===== src/rtl/lrs_pkg.sv =====
package lrs_pkg;

    localparam int MAX_ROWS = 8;
    localparam int ROW_W    = $clog2(MAX_ROWS);
    localparam int COLS     = 40;

    typedef logic [ROW_W-1:0] row_t;
    typedef logic [COLS-1:0]  col_t;

    typedef enum logic [1:0] {
        MUX_2  = 2'd0,
        MUX_4  = 2'd1,
        MUX_8  = 2'd2,
        MUX_8B = 2'd3
    } mux_mode_e;

    typedef struct packed {
        row_t row;
        logic pol;
        logic pend;
    } scan_state_t;

    typedef struct packed {
        row_t row;
        logic pol;
        logic blank;
    } disp_state_t;

    function automatic row_t last_row(input mux_mode_e mode);
        row_t r;
        case (mode)
            MUX_2:   r = row_t'(1);
            MUX_4:   r = row_t'(3);
            default: r = row_t'(MAX_ROWS - 1);
        endcase
        return r;
    endfunction

endpackage


===== src/rtl/lrs_edge_detect.sv =====
module lrs_edge_detect (
    input  logic clk,
    input  logic rst,
    input  logic sig_in,
    output logic fall
);
    logic sig_q;

    always_ff @(posedge clk) begin
        if (rst) sig_q <= 1'b0;
        else     sig_q <= sig_in;
    end

    assign fall = sig_q & ~sig_in;
endmodule


===== src/rtl/lrs_scan_ctrl.sv =====
module lrs_scan_ctrl
    import lrs_pkg::*;
(
    input  logic        clk,
    input  logic        rst,
    input  logic        fall,
    input  logic        strobe,
    input  row_t        last,
    output scan_state_t state
);
    scan_state_t nxt;

    always_comb begin
        nxt = state;
        if (strobe) nxt.pend = 1'b1;
        if (fall) begin
            if (state.pend || strobe) begin
                nxt.row  = '0;
                nxt.pol  = 1'b0;
                nxt.pend = strobe;
            end else if (state.row >= last) begin
                nxt.row = '0;
                nxt.pol = ~state.pol;
            end else begin
                nxt.row = state.row + row_t'(1);
            end
        end
    end

    always_ff @(posedge clk) begin
        if (rst) state <= '0;
        else     state <= nxt;
    end
endmodule


===== src/rtl/lrs_out_stage.sv =====
module lrs_out_stage
    import lrs_pkg::*;
(
    input  logic                clk,
    input  logic                rst,
    input  scan_state_t         scan,
    input  logic                strobe,
    input  col_t                rdata,
    output logic [ROW_W-1:0]    row_idx,
    output logic [MAX_ROWS-1:0] row_sel,
    output col_t                col_out,
    output logic                polarity,
    output logic                blank
);
    disp_state_t disp_q;

    always_ff @(posedge clk) begin
        if (rst) begin
            disp_q.row   <= '0;
            disp_q.pol   <= 1'b0;
            disp_q.blank <= 1'b1;
        end else begin
            disp_q.row   <= scan.row;
            disp_q.pol   <= scan.pol;
            disp_q.blank <= strobe;
        end
    end

    for (genvar g = 0; g < MAX_ROWS; g++) begin : g_sel
        assign row_sel[g] = ~disp_q.blank && (disp_q.row == row_t'(g));
    end

    assign col_out  = disp_q.blank ? '0 : rdata;
    assign row_idx  = disp_q.row;
    assign polarity = disp_q.pol;
    assign blank    = disp_q.blank;
endmodule


===== src/rtl/lcd_row_sequencer.sv =====
module lcd_row_sequencer
    import lrs_pkg::*;
(
    input  logic                clk,
    input  logic                rst,
    input  logic                fr,
    input  logic [1:0]          mux_sel,
    input  logic                strobe,
    output logic [ROW_W-1:0]    ram_addr,
    input  logic [COLS-1:0]     ram_rdata,
    output logic [ROW_W-1:0]    row_idx,
    output logic [MAX_ROWS-1:0] row_sel,
    output logic [COLS-1:0]     col_out,
    output logic                polarity,
    output logic                blank
);
    logic        fall_evt;
    row_t        last;
    scan_state_t scan_q;

    assign last = last_row(mux_mode_e'(mux_sel));

    lrs_edge_detect u_edge (
        .clk    (clk),
        .rst    (rst),
        .sig_in (fr),
        .fall   (fall_evt)
    );

    lrs_scan_ctrl u_scan (
        .clk    (clk),
        .rst    (rst),
        .fall   (fall_evt),
        .strobe (strobe),
        .last   (last),
        .state  (scan_q)
    );

    assign ram_addr = scan_q.row;

    lrs_out_stage u_out (
        .clk      (clk),
        .rst      (rst),
        .scan     (scan_q),
        .strobe   (strobe),
        .rdata    (ram_rdata),
        .row_idx  (row_idx),
        .row_sel  (row_sel),
        .col_out  (col_out),
        .polarity (polarity),
        .blank    (blank)
    );
endmodule


===== config.mk =====
export PLATFORM = sky130hd
export DESIGN_NAME = lcd_row_sequencer
export DESIGN_NICKNAME = d
export VERILOG_FILES = /design/src/rtl/lrs_pkg.sv /design/src/rtl/lrs_edge_detect.sv /design/src/rtl/lrs_scan_ctrl.sv /design/src/rtl/lrs_out_stage.sv /design/src/rtl/lcd_row_sequencer.sv
export SDC_FILE = /design/constraint.sdc
export NUM_CORES = 1
export LEC_CHECK = 0
export BUFFER_PORTS_ARGS = -buffer_cell sky130_fd_sc_hd__buf_2
export CORE_ASPECT_RATIO = 0.7
export CORE_MARGIN = 2
export CORE_UTILIZATION = 33
export CTS_BUF_LIST = sky130_fd_sc_hd__clkbuf_8
export CTS_CLUSTER_SIZE = 30
export DETAILED_ROUTE_END_ITERATION = 8
export PLACE_DENSITY = 0.78
export SLEW_MARGIN = 10
export SYNTH_ARGS = -nofsm -noshare
export SYNTH_HDL_FRONTEND = slang
export SYNTH_SLANG_ARGS = --single-unit

===== constraint.sdc =====
create_clock -name clk -period 1.6 [get_ports clk]
set_input_delay 0.32 -clock clk [delete_from_list [all_inputs] [get_ports clk]]
set_output_delay 0.32 -clock clk [all_outputs]
set_load 0.05 [all_outputs]

Yosys cells after proc, flatten, opt, wreduce, memory -nomap -nowiden. Index checks and enable logic that the tools add are counted.

Divide/modulo/power cells: 0. Shifts and indexed selects: 0. Reductions and logical operators: 13. Bitwise logic cells: 4. Equal/unequal tests: 8. Add/subtract/negate cells: 1. Mux-type cells: 8. Order comparisons: 1. Multipliers: 0.

Operators with widths (count): 2-to-1 mux 40 bit (1); == test 3 bit, second input constant (4); logical AND 1 bit (8); == test 3 x 2 -> 1 bit, second input constant (2); case mux 3 bit (2 select lines) (1); 2-to-1 mux 1 bit (4); 2-to-1 mux 4 bit (1); adder 3 x 1 -> 3 bit, second input constant (1); == test 3 x 1 -> 1 bit, second input constant (1); >= comparator 3 bit (1); logical NOT 3 bit (1); 2-to-1 mux 3 bit (1); inverter 1 bit (3); == test 2 x 1 -> 1 bit, second input constant (1); logical NOT 2 bit (1); AND reduction 2 bit (1); nonzero test 2 bit (1); bitwise AND 1 bit (1); logical OR 1 bit (1).

Output and inout bits: 56. Bits in latches: 0. Bits in read-only memories: 0. Flip-flop bits (word level): 11. Memory bits (writable): 0. Logic and storage cells: 42. Memories: 0. Input bits: 46.

Depth between registers and ports, before layout. Gate-level depths: netlist (run 1).

Depth in word-level cells: 5. Depth in mapped cells: 5. Gate-level depth less buffers: 5.

Hierarchy. Synthesis (run 1) repeated with hierarchy kept, for this count alone.

Cells, all modules: 102. Area, all modules: 833.3 um^2.

Modules (own cells, without submodules): lrs_out_stage (cells each 63, sequential area each 100.1 um^2, instances 1, area an instance 498.0 um^2); lrs_scan_ctrl (cells each 33, sequential area each 100.1 um^2, instances 1, area an instance 286.5 um^2); lrs_edge_detect (cells each 3, sequential area each 20.0 um^2, instances 1, area an instance 35.0 um^2); lcd_row_sequencer (cells each 3, sequential area each 0.0 um^2, instances 1, area an instance 13.8 um^2).

Worst setup path before layout (run 1). Ideal clock, no wire load.

Kind: reg2out. Start: reg, netlist name u_out.blank. End: out row_sel[0]. Buffers on the path: 1. Required time: 1.280 ns. Cell stages (with the launch flop): 3. Data arrival time: 2.361 ns. Path slack: -1.081 ns. Cell sequence: dfxtp_1 > clkbuf_1 > nor4_1.

Cells in the longest elaborated chain, start to end: 2.

Ends and longest elaborated chain: inverter 1 bit (RTL line lrs_out_stage.sv:30) `assign row_sel[g] = ~disp_q.blank && (disp_q.row == row_t'(g));`; logical AND 1 bit (RTL line lrs_out_stage.sv:30); to (decl) (RTL line lcd_row_sequencer.sv:12) `output logic [MAX_ROWS-1:0] row_sel,`.

Every way passes these cells.

Worst setup path after layout (run 1).
Start: reg, netlist name u_out.blank. End: out row_sel[0].

Cells in the longest elaborated chain, start to end: 2.

Ends and longest elaborated chain (RTL line): inverter 1 bit (lrs_out_stage.sv:30); logical AND 1 bit (lrs_out_stage.sv:30).

Every way passes these cells.

==> metrics.txt, run 1 <==
status=completed; most area-hungry cell type in the Yosys netlist=nor2b_1; nets=256; vias in the first global route=882; critical path endpoint category=output port; Mapped Avg Cell Area=7.71 um2; CP Max Fanout=10; # IOs=102; CTS Buffer Depth=2; via count=1,047; Critical Path AT=1.25 ns; Placeable Area=2400 um2; CP Depth=3; relative slew slack=75.3%; clock sinks=11; register bit total from synthesis=11; FP Rows=15; Max stage delay on crit path=0.38 ns; WP data required=1.28 ns; worst slew pin tran=0.366 ns; routability cong.=0.745; Synth Instances=106; Inserted Clock Buffers=3; WL final=2.88 mm; crit path cell chain=buf_12 -> nor4_4 -> buf_6; die height=45.6 um; Post-synth top cells=45 x nor2b_1, 11 x dfxtp_1, 7 x nor2_1; WHS Path Cells=2; Fmax=639 MHz; Die Width=63.5 um; Clock Latency Late Sink=0.24 ns; pwr/cell area=587 nW/um2; Area Overhead vs Synth=88.7%; Synth cell types=24; minimum clock period=1.57 ns; total global routing overflow=0; buffer and inverter count on the worst path=2; Wirelength per Cell=12.0 um; die area=2900 um2; Layout Cells excl Fill=240; Setup violations, final=0; ys async rst share=0%; All-Layer GR Usage=18.2%; DRT antenna net count=0; crit-path leading delay family=flip-flops; # port buffers=101; worst hold slack=0.341 ns; worst-case reg-to-reg path depth=4; hold bufs inserted after CTS=0; CP max stage cell=dfxtp_2; Period Utilization, post-route=97.9%; pin count of the biggest net entering global routing=34; Post-Route Utilization=64.2%; dpl hpwl=2.34 mm; vias per cell=4.36; Fin. Hold Viols=0; Ant. Diodes=0; syn nets=155; RSZ-0062 raised after global routing=true; Placed Instances=236; synth top area cells=nor2b_1 34%, dfxtp_1 27%, ha_1 4.6%; CTS Root Cell=clkbuf_8; Initial Util=34.0%; Max Cap Viol=0; # fillers=215; peak supply drop=0.560 mV; Seq/Total Area, Yosys=27.0%; share of the synthesized area in the top cell type=34.5%; Post-CTS Setup Inserts=0; mapped cell area=817 um2; Main synth FF type=dfxtp_1; First-pass DRT Iterations=4; worst hold-check path type=in2reg; Final Skew=0.00482 ns; layout cell share with drive strength beyond 1=63.6%; CTS tree=yes; first-pass GRT wire length=4.12 mm; Worst Path Class, Setup=reg2out; max-slew violations=0; DR iter-0 viols=46; P_leak=0.000807 uW; H-tree levels=1; Post-synth EDFFs=0; top-count cell post-synth=nor2b_1; initial antenna violation count=0; Clk pin slew, worst setup/hold paths=0.05 ns; crit start category=flip-flop; DRC Markers=0; Syn. warnings=0
-- cell type report --
| cell class | instances | area, um2 | share of cell area, % |
|---|---|---|---|
| Clock buffer | 3 | 41.3 | 2.68 |
| Multi-Input combinational cell | 86 | 641 | 41.6 |
| Tap cell | 34 | 42.5 | 2.76 |
| Inverter | 1 | 3.75 | 0.244 |
| Timing Repair Buffer | 104 | 582 | 37.7 |
| Clock inverter | 1 | 3.75 | 0.244 |
| Sequential cell | 11 | 228 | 14.8 |
-- worst paths after layout --
| kind | from | end | slack [ns] |
|---|---|---|---|
| worst max-delay path | u_out.blank | row_sel[0] | 0.03 |
| worst min-delay path | fr | u_edge.sig_q | 0.34 |
| worst max register to register | u_scan.state[3] | u_scan.state[4] | 0.21 |
| worst min register to register | u_scan.state[1] | u_out.polarity | 0.52 |
-- layer usage --
| layer | GRT usage, % | up-vias | share of wire, % |
|---|---|---|---|
| li1 | - | 549 | - |
| met5 | 0 | - | 0 |
| met4 | 1.74 | 0 | 0 |
| met1 | 25.3 | 462 | 45 |
| met3 | 6.19 | 0 | 6.3 |
| met2 | 28.6 | 36 | 48 |
-- cell usage in the layout, fill, tap and decap left out, types with 4 or more instances in the layout --
| master | n |
|---|---|
| buf_2 | 94 |
| clkbuf_4 | 4 |
| nor2_1 | 4 |
| nor2b_2 | 7 |
| nand2_1 | 5 |
| dfxtp_1 | 7 |
| nor3_4 | 4 |
| a21oi_1 | 4 |
| nor2b_1 | 38 |
-- through the flow --
stage	total power, uW	cell area, um2	worst slack [ns]	TNS (ns)
detailed placement	634	1460	0.144	0
global route	953	1540	-0.0132	-0.0132
global placement	631	1460	0.163	0
finish	905	1540	0.0340	0
floorplan	524	911	-0.0933	-2.87
CTS	908	1510	0.0116	0
-- report_power, final --
group          internal (uW)  leakage, uW  switching (uW)
combinational            117     0.000689             227
clock                    168    0.0000269             103
sequential               279    0.0000911            9.81
total                    565     0.000807             340
-- state kept, by name (all words and copies together) (netlist names) --
name,count
u_edge.sig_q,1
u_out.blank,1
u_out.polarity,1
u_out.row_idx,3
u_scan.state,5
-- worst register-to-register path, stage by stage, from the launching register on --
cell and delay (ns):
dfxtp_1 0.41, ha_1 0.20, or4b_4 0.46, nor3_2 0.11
a221o_1 0.14
-- cells by family (layout without fill, tap and decap cells) --
logic type,after synthesis,after routing,share of synthesized area [%]
and+or+nand+nor,77,77,57.7
AOI/OAI and AO/OA,6,6,4.75
adders and majority gates,3,3,4.59
DFF,11,11,27.0
buffers and inverters,9,109,5.97
-- repair_timing --
action	in CTS	in global routing
endpoints found under the setup margin	3	8
endpoints found under the hold margin	0	0
gates resized for setup	3	10
No activity file was read; power rests on OpenSTA's default activity.
==> run 2: changes to the inputs <==
- RECOVER_POWER: default -> 25
- SKIP_CTS_REPAIR_TIMING: default -> 1
==> run 2 against run 1 <==
Against the previous run: clock skew hardly changed; utilization is 0.42 points lower; largest power group unchanged; largest cell class unchanged; critical endpoint unchanged; non-clock buffer count unchanged; setup slack gained 0.00099 ns.
==> metrics.txt, run 2 (synthesis gave the netlist of run 1 again) <==
Placeable Area=2400 um2 (unchanged); H-tree levels=1 (unchanged); Final Skew=0.00467 ns (was 0.00482 ns); die area=2900 um2 (unchanged); Layout Cells excl Fill=240 (unchanged); via count=1,041 (was 1,047); Inserted Clock Buffers=3 (unchanged); # IOs=102 (unchanged); Sw Pwr=339 uW (was 340 uW); max-slew violations=0 (unchanged); most frequent cells in the layout=89 x buf_2, 38 x nor2b_1, 7 x nor2b_2, 7 x dfxtp_1 (was 94 x buf_2, 38 x nor2b_1, 7 x nor2b_2, 7 x dfxtp_1, 5 x nand2_1); Clock Latency Late Sink=0.24 ns (about the same); CTS tree=yes (unchanged); All-Layer GR Usage=18.2% (unchanged); Setup violations, final=0 (unchanged); die height=45.6 um (unchanged); CTS Root Cell=clkbuf_8 (unchanged); commonest non-fill, non-tap cell in the layout=buf_2 (unchanged); Max stage delay on crit path=0.38 ns (about the same); worst-case reg-to-reg path depth=4 (unchanged); relative slew slack=59.9% (was 75.3%); minimum clock period=1.57 ns (about the same); final critical-path setup slack=0.0350 ns (was 0.0340 ns); R2R Path End=u_scan.state[1] (was u_scan.state[4]); WHS Path Cells=2 (unchanged); DRC Markers=0 (unchanged); worst hold-check path type=in2reg (unchanged); pin count of the biggest net entering global routing=34 (unchanged); CP Max Fanout=10 (unchanged); critical path endpoint category=output port (unchanged); layout cell share with drive strength beyond 1=60.7% (was 63.6%); Worst Hold Launch=fr (unchanged); total global routing overflow=0 (unchanged); RSZ-0062 raised after global routing=true (unchanged); initial antenna violation count=0 (unchanged); worst hold path endpoint=u_edge.sig_q (unchanged); Worst Path Class, Setup=reg2out (unchanged); DR iter-0 viols=46 (unchanged); Max Cap Viol=0 (unchanged); Period Utilization, post-route=97.8% (was 97.9%); status=completed (unchanged); # port buffers=101 (unchanged); Logic pwr share=38.0% (about the same); Fin. Hold Viols=0 (unchanged); routability cong.=0.745 (unchanged); worst slew pin tran=0.604 ns (was 0.366 ns); first-pass GRT wire length=4.12 mm (unchanged); # fillers=214 (was 215); WP data required=1.28 ns (about the same); DRT antenna net count=0 (unchanged); Fmax=639 MHz (about the same); Ant. Diodes=0 (unchanged); pwr/cell area=589 nW/um2 (was 587 nW/um2); WL final=2.88 mm (about the same); clock network power share=30.0% (about the same); setup slack, reg-to-reg=0.21 ns (about the same); crit start category=flip-flop (unchanged); Area Overhead vs Synth=87.4% (was 88.7%); sw frac=37.6% (about the same); largest register by flop count=u_scan.state (unchanged); Die Width=63.5 um (unchanged); P_leak=0.000785 uW (was 0.000807 uW); CP max stage cell=dfxtp_2 (unchanged); Placed Instances=236 (unchanged); peak supply drop=0.559 mV (was 0.560 mV); max reg flops=5 (unchanged); Clk pin slew, worst setup/hold paths=0.05 ns (about the same); Power Internal=563 uW (was 565 uW); Critical Path AT=1.25 ns (about the same); CTS Buffer Depth=2 (unchanged); Place WS=0.144 ns (unchanged); vias per cell=4.34 (was 4.36); clock sinks=11 (unchanged); Wirelength per Cell=12.0 um (about the same); Reg power frac=32.0% (was 31.9%); nets=256 (unchanged); FP Rows=15 (unchanged); reg2reg start=u_scan.state[4] (was u_scan.state[3]); First-pass DRT Iterations=4 (unchanged); Initial Util=34.0% (unchanged); crit path cell chain=buf_12 -> nor4_4 -> buf_6 (unchanged); vias in the first global route=882 (unchanged); dpl hpwl=2.34 mm (unchanged)
## run 2: changes by cell type in the layout (fill, tap and decap cells not counted), sizes merged
cell    previous run  this run
buf              100        96
clkbuf             7        11
## run 2: power groups by stage
stage                     Clock (uW)  Combinational (uW)  Sequential (uW)
after CTS                        277                 340              290
after global routing             300                 362              289
final                            271                 343              289
after floorplan                    0                 225              299
after detailed placement           0                 339              295
after global placement             0                 336              295
## run 2: critical path, delay by kind of cell (launching register included)
family	cells	cell delay, ns
simple gates	1	0.27
flops	1	0.38
buf+inv	2	0.36
## run 2: cell type report
cell class / count / area, um2 / area share [%]
well taps: 34 / 42.5 / 2.78
repair buffers: 104 / 576 / 37.6
clock inverters: 1 / 3.75 / 0.245
clock buffers: 3 / 41.3 / 2.70
flip-flops and latches: 11 / 228 / 14.9
inverters: 1 / 3.75 / 0.245
multi-input cells: 86 / 637 / 41.6
## run 2: stage by stage
stage | setup TNS [ns] | area [um2] | power (uW) | hold WS, ns | utilization (%)
6_report | 0 | 1530 | 902 | 0.341 | 63.7
5_1_grt | -0.0132 | 1530 | 951 | 0.370 | 63.7
4_1_cts | -0.119 | 1500 | 907 | 0.349 | 62.6
3_5_place_dp | 0 | 1460 | 634 | 0.510 | 60.7
3_3_place_gp | 0 | 1460 | 631 | 0.504 | 60.7
2_1_floorplan | -2.87 | 911 | 524 | 0.396 | -
## run 2: routing by layer
layer / wire length (um) / share of wire [%] / global-route usage, %
met5: 0 / 0 / 0
met2: 1380 / 48 / 28.6
met1: 1320 / 46 / 25.3
met3: 183 / 6.4 / 6.19
met4: 0 / 0 / 1.74
## run 2: worst max-delay path by stage
stage                            from              end  slack, ns  cells past startpoint
after floorplan           u_out.blank       col_out[0]      -0.09                      2
after global placement     mux_sel[1]  u_scan.state[4]       0.16                      6
after detailed placement   mux_sel[1]  u_scan.state[4]       0.14                      6
after CTS                 u_out.blank       row_sel[1]      -0.04                      3
after global routing      u_out.blank       row_sel[0]      -0.01                      3
final                     u_out.blank       row_sel[0]       0.03                      3
==> run 3: changes to the inputs <==
- CELL_PAD_IN_SITES_DETAIL_PLACEMENT: default -> 1
- CELL_PAD_IN_SITES_GLOBAL_PLACEMENT: default -> 2
- CORE_UTILIZATION: 33 -> 14
- PLACE_DENSITY: 0.78 -> 0.76
==> run 3 against run 2 <==
Against the previous run: register-to-register slack lost 0.05 ns; sequential power about the same; global-route usage decreased by 9.2 points; first-iteration DRC count is 43% lower; non-clock buffer count up 1; clock power is 1% higher; utilization decreased by 36 points; worst hold slack lost 0.010 ns; flip-flop and latch count is the same; cell count increased by 18%; critical path depth unchanged; critical path type unchanged.
==> metrics.txt, run 3 (synthesis gave the netlist of run 1 again) <==
DRT antenna net count=0 (unchanged); Placeable Area=5670 um2 (was 2400 um2); Period Utilization, post-route=96.0% (was 97.8%); FP Rows=23 (was 15); RSZ-0062 raised after global routing=false (was true); First-pass DRT Iterations=4 (unchanged); CTS Root Cell=clkbuf_8 (unchanged); relative slew slack=59.5% (was 59.9%); DP Area=1500 um2 (was 1460 um2); routability cong.=0.728 (was 0.745); minimum clock period=1.54 ns (was 1.57 ns); Initial Util=14.4% (was 34.0%); vias in the first global route=958 (was 882); Inserted Clock Buffers=3 (unchanged); # port buffers=101 (unchanged); final critical-path setup slack=0.0645 ns (was 0.0350 ns); Final Skew=0.00596 ns (was 0.00467 ns); P_leak=0.000779 uW (was 0.000785 uW); max-slew violations=0 (unchanged); Place WS=0.0894 ns (was 0.144 ns); Die Width=95.3 um (was 63.5 um); Area Overhead vs Synth=90.7% (was 87.4%); # IOs=102 (unchanged); Ant. Diodes=0 (unchanged); Setup violations, final=0 (unchanged); max reg flops=5 (unchanged); largest register by flop count=u_scan.state (unchanged); die area=6470 um2 (was 2900 um2); CTS tree=yes (unchanged); Tot Pwr=900 uW (was 902 uW); initial antenna violation count=0 (unchanged); first-pass GRT wire length=4.55 mm (was 4.12 mm); status=completed (unchanged); Worst Path Class, Setup=reg2out (unchanged); clock sinks=11 (unchanged); Max Cap Viol=0 (unchanged); nets=257 (was 256); peak supply drop=0.188 mV (was 0.559 mV); DRC Markers=0 (unchanged); WL final=3.33 mm (was 2.88 mm); critical path endpoint category=output port (unchanged); Wirelength per Cell=11.8 um (was 12.0 um); Fmax=651 MHz (was 639 MHz); CTS Buffer Depth=2 (unchanged); Fin. Hold Viols=0 (unchanged); CP Max Fanout=4 (was 10); dpl hpwl=2.77 mm (was 2.34 mm); crit start category=flip-flop (unchanged); via count=1,081 (was 1,041); total global routing overflow=0 (unchanged); WHS Path Cells=2 (unchanged); setup TNS=0 ns (unchanged); Clk pin slew, worst setup/hold paths=0.05 ns (about the same); worst-case reg-to-reg path depth=4 (unchanged); DR iter-0 viols=26 (was 46); worst slew pin tran=0.610 ns (was 0.604 ns); cell area after layout=1560 um2 (was 1530 um2); All-Layer GR Usage=8.99% (was 18.2%); Clock Latency Late Sink=0.24 ns (about the same); pwr/cell area=577 nW/um2 (was 589 nW/um2); most frequent cells in the layout=88 x buf_2, 39 x nor2b_1, 7 x dfxtp_1, 6 x nor2b_2, 6 x clkbuf_2 (was 89 x buf_2, 38 x nor2b_1, 7 x nor2b_2, 7 x dfxtp_1); die height=67.9 um (was 45.6 um); WP data required=1.28 ns (about the same); vias per cell=3.83 (was 4.34); Critical Path AT=1.22 ns (was 1.25 ns); H-tree levels=1 (unchanged); commonest non-fill, non-tap cell in the layout=buf_2 (unchanged); layout cell share with drive strength beyond 1=61.4% (was 60.7%); worst hold-check path type=in2reg (unchanged); pin count of the biggest net entering global routing=36 (was 34)
-- run 3: cell count changes in the layout (fill, tap and decap cells not counted), sizes merged --
cell    previous run  this run
buf               96        94
clkbuf            11        14
-- run 3: worst paths after layout --
path	end	slack, ns	startpoint
setup / recovery	row_sel[7]	0.06	u_out.blank
hold / removal	u_edge.sig_q	0.33	fr
setup reg to reg	u_scan.state[4]	0.16	u_scan.state[3]
hold reg to reg	u_out.polarity	0.52	u_scan.state[1]
-- run 3: where the power goes --
group	switching [uW]	internal, uW	leakage (uW)
combinational	229	109	0.000661
sequential	8.21	279	0.0000911
clock	106	169	0.0000269
total	343	556	0.000779
-- run 3: cell type report --
| cell class | count | area, um2 |
|---|---|---|
| Timing Repair Buffer | 105 | 558 |
| Clock inverter | 1 | 3.75 |
| Fill cell | 713 | 4110 |
| Tap cell | 75 | 93.8 |
| Inverter | 1 | 3.75 |
| Clock buffer | 3 | 41.3 |
| Sequential cell | 11 | 228 |
| Multi-Input combinational cell | 86 | 629 |
-- run 3: critical path: stages, from the launching register on --
cell and delay, ns:
dfxtp_2 0.35, nand2b_2 0.25, nor2_2 0.11, buf_2 0.26
-- run 3: metal layers --
| layer | global-route usage, % | wire length, um | vias up |
|---|---|---|---|
| met1 | 12.4 | 1500 | 492 |
| met5 | 0 | 0 | - |
| met3 | 2.64 | 242 | 4 |
| met2 | 13.8 | 1560 | 36 |
| li1 | - | - | 549 |
| met4 | 2.17 | 23 | 0 |
-- run 3: per-stage QoR --
stage / std cells / hold slack [ns] / util, %
6_report: 282 / 0.331 / 27.5
5_1_grt: 282 / 0.340 / 27.5
4_1_cts: 282 / 0.332 / 27.3
3_5_place_dp: 278 / 0.510 / 26.5
3_3_place_gp: 278 / 0.509 / 26.5
2_1_floorplan: 106 / 0.396 / -
